`config.mk`:
```
export PLATFORM = sky130hd
export DESIGN_NAME = dp_agen
export DESIGN_NICKNAME = d
export VERILOG_FILES = /design/src/rtl/dpag_pkg.sv /design/src/rtl/dpag_decode.sv /design/src/rtl/dpag_page_sel.sv /design/src/rtl/dpag_xupd.sv /design/src/rtl/dp_agen.sv
export SDC_FILE = /design/constraint.sdc
export NUM_CORES = 1
export LEC_CHECK = 0
export BUFFER_PORTS_ARGS = -buffer_cell sky130_fd_sc_hd__buf_2
export CORE_ASPECT_RATIO = 1.2
export CORE_MARGIN = 5
export CORE_UTILIZATION = 30
export DETAILED_ROUTE_END_ITERATION = 7
export GPL_TIMING_DRIVEN = 0
export SLEW_MARGIN = 25
export SYNTH_ARGS = -nofsm -noshare
export SYNTH_HDL_FRONTEND = slang
export SYNTH_HIERARCHICAL = 1
export SYNTH_SLANG_ARGS = --single-unit
```
`constraint.sdc`:
```
create_clock -name clk -period 3.2 [get_ports clk]
set_input_delay 0.64 -clock clk [delete_from_list [all_inputs] [get_ports clk]]
set_output_delay 0.64 -clock clk [all_outputs]
set_load 0.01 [all_outputs]
```
`src/rtl/dpag_pkg.sv`:
```
package dpag_pkg;
  localparam int DW = 8;
  localparam int AW = 2 * DW;

  typedef enum logic [1:0] {
    AM_NONE = 2'd0,
    AM_IND  = 2'd1,
    AM_DPX  = 2'd2,
    AM_PINC = 2'd3
  } amode_e;

  // page * 2^DW + off + x, truncated to AW bits (carry lands in high byte)
  function automatic logic [AW-1:0] dpx_sum(input logic [DW-1:0] page,
                                            input logic [DW-1:0] off,
                                            input logic [DW-1:0] x);
    logic [AW-1:0] base;
    base = {page, {DW{1'b0}}};
    return base + {{DW{1'b0}}, off} + {{DW{1'b0}}, x};
  endfunction

  function automatic logic [AW-1:0] page_join(input logic [DW-1:0] page,
                                              input logic [DW-1:0] low);
    return {page, low};
  endfunction

  function automatic logic [DW-1:0] x_step(input logic [DW-1:0] x);
    return x + {{(DW-1){1'b0}}, 1'b1};
  endfunction
endpackage

```
`src/rtl/dpag_decode.sv`:
```
module dpag_decode
  import dpag_pkg::*;
#(
  parameter logic [DW-1:0] OPC_IND  = 8'hD4,
  parameter logic [DW-1:0] OPC_DPX  = 8'hC6,
  parameter logic [DW-1:0] OPC_PINC = 8'hDB
) (
  input  logic          op_valid,
  input  logic [DW-1:0] opcode,
  output amode_e        mode
);
  always_comb begin
    mode = AM_NONE;
    if (op_valid) begin
      if (opcode == OPC_IND)       mode = AM_IND;
      else if (opcode == OPC_DPX)  mode = AM_DPX;
      else if (opcode == OPC_PINC) mode = AM_PINC;
    end
  end
endmodule

```
`src/rtl/dpag_page_sel.sv`:
```
module dpag_page_sel
  import dpag_pkg::*;
#(
  parameter logic [DW-1:0] PINC_PAGE = 8'h01
) (
  input  amode_e        mode,
  input  logic          g_flag,
  input  logic [DW-1:0] page_reg,
  output logic [DW-1:0] page_hi
);
  logic [DW-1:0] flag_page;
  assign flag_page = g_flag ? page_reg : {DW{1'b0}};

  always_comb begin
    unique case (mode)
      AM_PINC: page_hi = PINC_PAGE;
      AM_IND,
      AM_DPX:  page_hi = flag_page;
      default: page_hi = {DW{1'b0}};
    endcase
  end
endmodule

```
`src/rtl/dpag_xupd.sv`:
```
module dpag_xupd
  import dpag_pkg::*;
(
  input  amode_e        mode,
  input  logic [DW-1:0] x_in,
  output logic [DW-1:0] x_nxt,
  output logic          x_we
);
  assign x_we  = (mode == AM_PINC);
  assign x_nxt = x_we ? x_step(x_in) : x_in;
endmodule

```
`src/rtl/dp_agen.sv`:
```
module dp_agen
  import dpag_pkg::*;
#(
  parameter logic [7:0] OPC_IND   = 8'hD4,
  parameter logic [7:0] OPC_DPX   = 8'hC6,
  parameter logic [7:0] OPC_PINC  = 8'hDB,
  parameter logic [7:0] PINC_PAGE = 8'h01
) (
  input  logic        clk,
  input  logic        rst_n,
  input  logic        op_valid,
  input  logic [7:0]  opcode,
  input  logic [7:0]  operand,
  input  logic [7:0]  x_in,
  input  logic        g_flag,
  input  logic [7:0]  page_reg,
  output logic [15:0] addr,
  output logic        addr_valid,
  output logic [7:0]  x_out,
  output logic        x_wr
);
  amode_e        mode;
  logic [DW-1:0] page_hi;
  logic [DW-1:0] x_nxt;
  logic          x_we;
  logic [AW-1:0] addr_d;
  logic          access_d;

  dpag_decode #(
    .OPC_IND (OPC_IND),
    .OPC_DPX (OPC_DPX),
    .OPC_PINC(OPC_PINC)
  ) u_decode (
    .op_valid(op_valid),
    .opcode  (opcode),
    .mode    (mode)
  );

  dpag_page_sel #(
    .PINC_PAGE(PINC_PAGE)
  ) u_page (
    .mode    (mode),
    .g_flag  (g_flag),
    .page_reg(page_reg),
    .page_hi (page_hi)
  );

  dpag_xupd u_xupd (
    .mode (mode),
    .x_in (x_in),
    .x_nxt(x_nxt),
    .x_we (x_we)
  );

  assign access_d = (mode != AM_NONE);

  always_comb begin
    unique case (mode)
      AM_IND,
      AM_PINC: addr_d = page_join(page_hi, x_in);
      AM_DPX:  addr_d = dpx_sum(page_hi, operand, x_in);
      default: addr_d = {AW{1'b0}};
    endcase
  end

  always_ff @(posedge clk) begin
    if (!rst_n) begin
      addr       <= '0;
      addr_valid <= 1'b0;
      x_out      <= '0;
      x_wr       <= 1'b0;
    end else begin
      addr       <= addr_d;
      addr_valid <= access_d;
      x_out      <= x_nxt;
      x_wr       <= x_we;
    end
  end
endmodule

```
==> impl.org <==
** Status
- The run finished with clean final reports.

** Worst setup path
- Category of cells accounting for the largest share of critical-path delay :: simple AND/OR/NAND/NOR gates
- Crit Path Category :: in2reg
- Required arrival time at the worst endpoint :: 3390 ps
- Walking the worst path, the cells encountered are buf_2 -> or4b_4 -> a211oi_4 -> inv_1 -> ha_1 -> and3b_2 -> and2_4 -> and4b_2 -> and3_1 -> nand3_1 -> or3_1 -> a21oi_1.
- Tracing the worst setup path back leads to its startpoint at opcode[3].
- Crit path buffers/inverters :: 2
- Cell with the biggest individual delay on the critical path :: sky130_fd_sc_hd__or4b_4
- Worst EP arrival :: between 3000 and 4000 ps
- Biggest fanout along the worst timing path :: 6
- Critical path capture point type :: flip-flop
- Instance count on the critical path :: 12
- The largest single stage delay on the critical path is 550 ps.
- The worst setup path is launched from a primary input.
- In this run the worst setup path terminates at addr[15]$_SDFF_PN0_.

** Floorplanning
- Count of pins on the block boundary :: 62
- Starting Density :: 30.7%
- Die Footprint :: 7010 um2
- The core region is between 5000 and 6000 um2.
- Measured along the y axis, the die boundary spans 90.7 um.
- The initialized floorplan defines 29 standard-cell rows.
- The floorplan step set the die width to 77.2 um.

** Synth
- Yosys printed 6 warnings.
- After synthesis, the mean cell area works out to 8.75 um2.
- Synthesis produced 186 cells.
- Synthesized cell area :: 1630 um2
- Top flip-flop cell by instance count after synthesis :: sky130_fd_sc_hd__dfxtp_1
- Share of the yosys chip area belonging to registers :: 32.0%
- The synthesized design contains 26 register bits.
- Async S/R FF share, synth :: 0%
- In this run, synthesis inferred 0 flip-flops with an integrated enable.
- Counting every net in the synthesized netlist gives 234.
- Number of distinct library cells after synthesis :: 45

** Clock tree
- Sink Count :: 26
- After clock tree synthesis, the flow added hold-fix buffers numbering 0.
- Depth of the CTS H-tree :: 1
- After clock tree synthesis, the clock-pin slew on the worst setup and hold paths is 80 ps.
- CTS placed an instance of sky130_fd_sc_hd__clkbuf_8 at the clock tree root.
- TritonCTS clock tree :: yes
- The clock passes through at most 2 buffers.
- Number of CTS-inserted buffers :: 3

** GRT
- Most used routing layer :: met2
- Initial antenna violation count :: 0
- The number of global-route vias before repair is 1434.
- The first global-routing pass estimated 6400 um of wire.
- Global routing used 19.7% of the available met2 tracks.
- Met3 track utilization from global routing :: 1.40%
- Largest net degree at the start of global routing :: 14
- After global routing the overflow that remains totals 0.
- In the global route stage, overall resource usage came out at 10.7%.
- Met1 routing resource usage after global routing :: between 10% and 20%

** STA
- Time the worst path needs with I/O delays and setup :: 3090 ps
- Slew HR :: 58.8%
- Number of hold-slack violations in the final timing report :: 0
- Smallest hold slack :: 689 ps
- Max frequency :: about 320 MHz
- Unrepaired setup endpoints after global routing :: no
- The total count of max-transition violations in the final report is 0.
- At the pin with the least slew margin, the transition time is just over 600 ps.
- In the finished design, the share of the clock period the worst path needs comes to a little over nine tenths.
- Setup violations remaining at the end of the flow were counted as 0.
- In the post-route analysis, the smallest setup slack over all paths is 107 ps.

** Detailed routing
- Detail-routed net length per standard cell :: about 12 um
- The detail route stage leaves a number of antenna-violating nets equal to 0.
- After detailed routing, the total wire length is 3830 um.
- Via density :: a little under 5
- Number of DRC violations after detailed routing :: 0
- For this block, the via count after detailed routing is 1517.
- Number of iterations in the first detailed-routing pass :: 4
- DR iter-0 viols :: 33

** Cells and area
- Summing all non-filler instances in the final layout gives an area of about 2100 um2.
- Final core area utilization :: roughly 40%
- Proportion of layout cells with a drive suffix above 1 :: between 30% and 40%
- Leaving out fill and tap cells, the most frequent cell in the layout is sky130_fd_sc_hd__buf_2.
- Area growth syn-to-layout :: 28.6%
- The repair_antennas step left the layout with diodes totalling 0.
- Highest-count cells in the layout ignoring fill and taps :: sky130_fd_sc_hd__buf_2 (61), sky130_fd_sc_hd__dfxtp_1 (26), sky130_fd_sc_hd__and2_1 (17), sky130_fd_sc_hd__nand2_1 (14)
- Layout Nets :: 302

** Power and ir drop
- Switching share of power :: approximately a quarter
- Static power due to leakage :: 0.950 nW
- Power density over the cells :: 304 nW/um2
- Internal power :: 0.000474 W
- Across the VDD grid, the largest voltage drop is 0.000121 V.
- Combinational logic is responsible for between 20% and 30% of the overall power.
- Net load switching power :: 0.000163 W
- Of the total power, registers draw 51.8%.
- Relative contribution of the clock network to total power :: 27.5%

** Placed design
- HPWL after detailed placement :: ~3300 um
- Port Buffers :: 61
- Routability-driven placement finished with a final weighted congestion of 0.744.
- Pre-CTS setup slack :: -412 ps
- Area after DPL :: 2020 um2

** Min path
- The worst hold path was traced through 3 stages.
- Kind of path behind the tightest hold check :: in2reg

** Run
- Max Cap Viol :: 0
-- cell families (layout without fill, tap and decap cells) --
logic type / Yosys count / after routing / share of synthesized area (%)
AND/OR/NAND/NOR: 80 / 80 / 29.8
AO/OA/AOI/OAI: 41 / 41 / 17.6
flip-flops: 26 / 26 / 32.0
buffers and inverters: 16 / 82 / 4.61
adder cells (fa/ha/maj): 12 / 12 / 9.68
XOR/XNOR: 10 / 10 / 5.38
multiplexers: 1 / 1 / 0.922
-- cells in the mapped netlist (2+ instances only) --
| library cell | n | area [um2] |
|---|---|---|
| sky130_fd_sc_hd__a211oi_2 | 2 | 25.0 |
| sky130_fd_sc_hd__a21boi_0 | 2 | 15.0 |
| sky130_fd_sc_hd__a21oi_1 | 9 | 45.0 |
| sky130_fd_sc_hd__and2_1 | 18 | 113 |
| sky130_fd_sc_hd__and3_1 | 5 | 31.3 |
| sky130_fd_sc_hd__buf_6 | 2 | 22.5 |
| sky130_fd_sc_hd__clkbuf_1 | 3 | 11.3 |
| sky130_fd_sc_hd__dfxtp_1 | 26 | 521 |
| sky130_fd_sc_hd__ha_1 | 11 | 138 |
| sky130_fd_sc_hd__inv_1 | 11 | 41.3 |
| sky130_fd_sc_hd__nand2_1 | 14 | 52.6 |
| sky130_fd_sc_hd__nand2b_1 | 4 | 25.0 |
| sky130_fd_sc_hd__nand3_1 | 7 | 35.0 |
| sky130_fd_sc_hd__nand4_1 | 6 | 37.5 |
| sky130_fd_sc_hd__nand4b_1 | 3 | 26.3 |
| sky130_fd_sc_hd__nor2_1 | 4 | 15.0 |
| sky130_fd_sc_hd__nor2b_1 | 3 | 18.8 |
| sky130_fd_sc_hd__o211ai_1 | 3 | 22.5 |
| sky130_fd_sc_hd__o21ai_0 | 11 | 55.1 |
| sky130_fd_sc_hd__or3_1 | 6 | 37.5 |
| sky130_fd_sc_hd__or4b_1 | 4 | 40.0 |
| sky130_fd_sc_hd__xnor2_1 | 7 | 61.3 |
| sky130_fd_sc_hd__xor2_1 | 3 | 26.3 |
-- stage by stage --
step           setup TNS, ps  cells  total power (W)
2_1_floorplan              0    186         0.000417
3_3_place_gp           -1220    309         0.000468
3_5_place_dp           -1480    309         0.000469
4_1_cts                    0    314         0.000651
5_1_grt                    0    314         0.000673
6_report                   0    314         0.000637
-- metal layers --
metal	up-vias	part of all wire [%]	routed length, um
li1	798	-	-
met1	686	40	1540
met2	29	54	2080
met3	4	4.6	175
met4	0	1.1	42
met5	-	0	0
-- how the worst min path moves through the flow --
stage                     startpoint            endpoint  slack [ps]
after floorplan              x_in[4]  addr[4]$_SDFF_PN0_         780
after global placement       x_in[7]  addr[7]$_SDFF_PN0_         970
after CTS                    x_in[7]  addr[7]$_SDFF_PN0_         690
after global routing         x_in[7]  addr[7]$_SDFF_PN0_         710
final                        x_in[7]  addr[7]$_SDFF_PN0_         690
after detailed placement     x_in[7]  addr[7]$_SDFF_PN0_         970
-- flip-flops by register name, summed over array words and instances (netlist names) --
register / flops
x_out: 8
addr_valid: 1
x_wr: 1
addr: 16
-- area by class of cell --
type | count | area, um2
fillers | 564 | 3200
multi-input cells | 144 | 1060
flip-flops and latches | 26 | 520
repair buffers | 63 | 320
well taps | 62 | 77.6
clock buffers | 3 | 41.3
inverters | 11 | 41.3
plain buffers | 5 | 33.8
-- tightest hold or removal path, cell delays in order --
cell	delay, ps
sky130_fd_sc_hd__buf_2	110
sky130_fd_sc_hd__nand3_1	70
sky130_fd_sc_hd__o211ai_1	90
-- power by group through the flow --
stage | Clock, W | Combinational [W] | Sequential, W
after floorplan | 0 | 0.0000764 | 0.000341
after global placement | 0 | 0.000130 | 0.000338
after detailed placement | 0 | 0.000132 | 0.000338
after CTS | 0.000188 | 0.000133 | 0.000330
after global routing | 0.000193 | 0.000150 | 0.000331
final | 0.000175 | 0.000132 | 0.000330
-- repair_timing --
item	4_1_cts	5_1_grt
pin swaps	2	2
resized for setup	1	2
buffers inserted	2	0
setup endpoints to repair	3	2
gates cloned	0	0
Power figures use the tool's default switching activity.
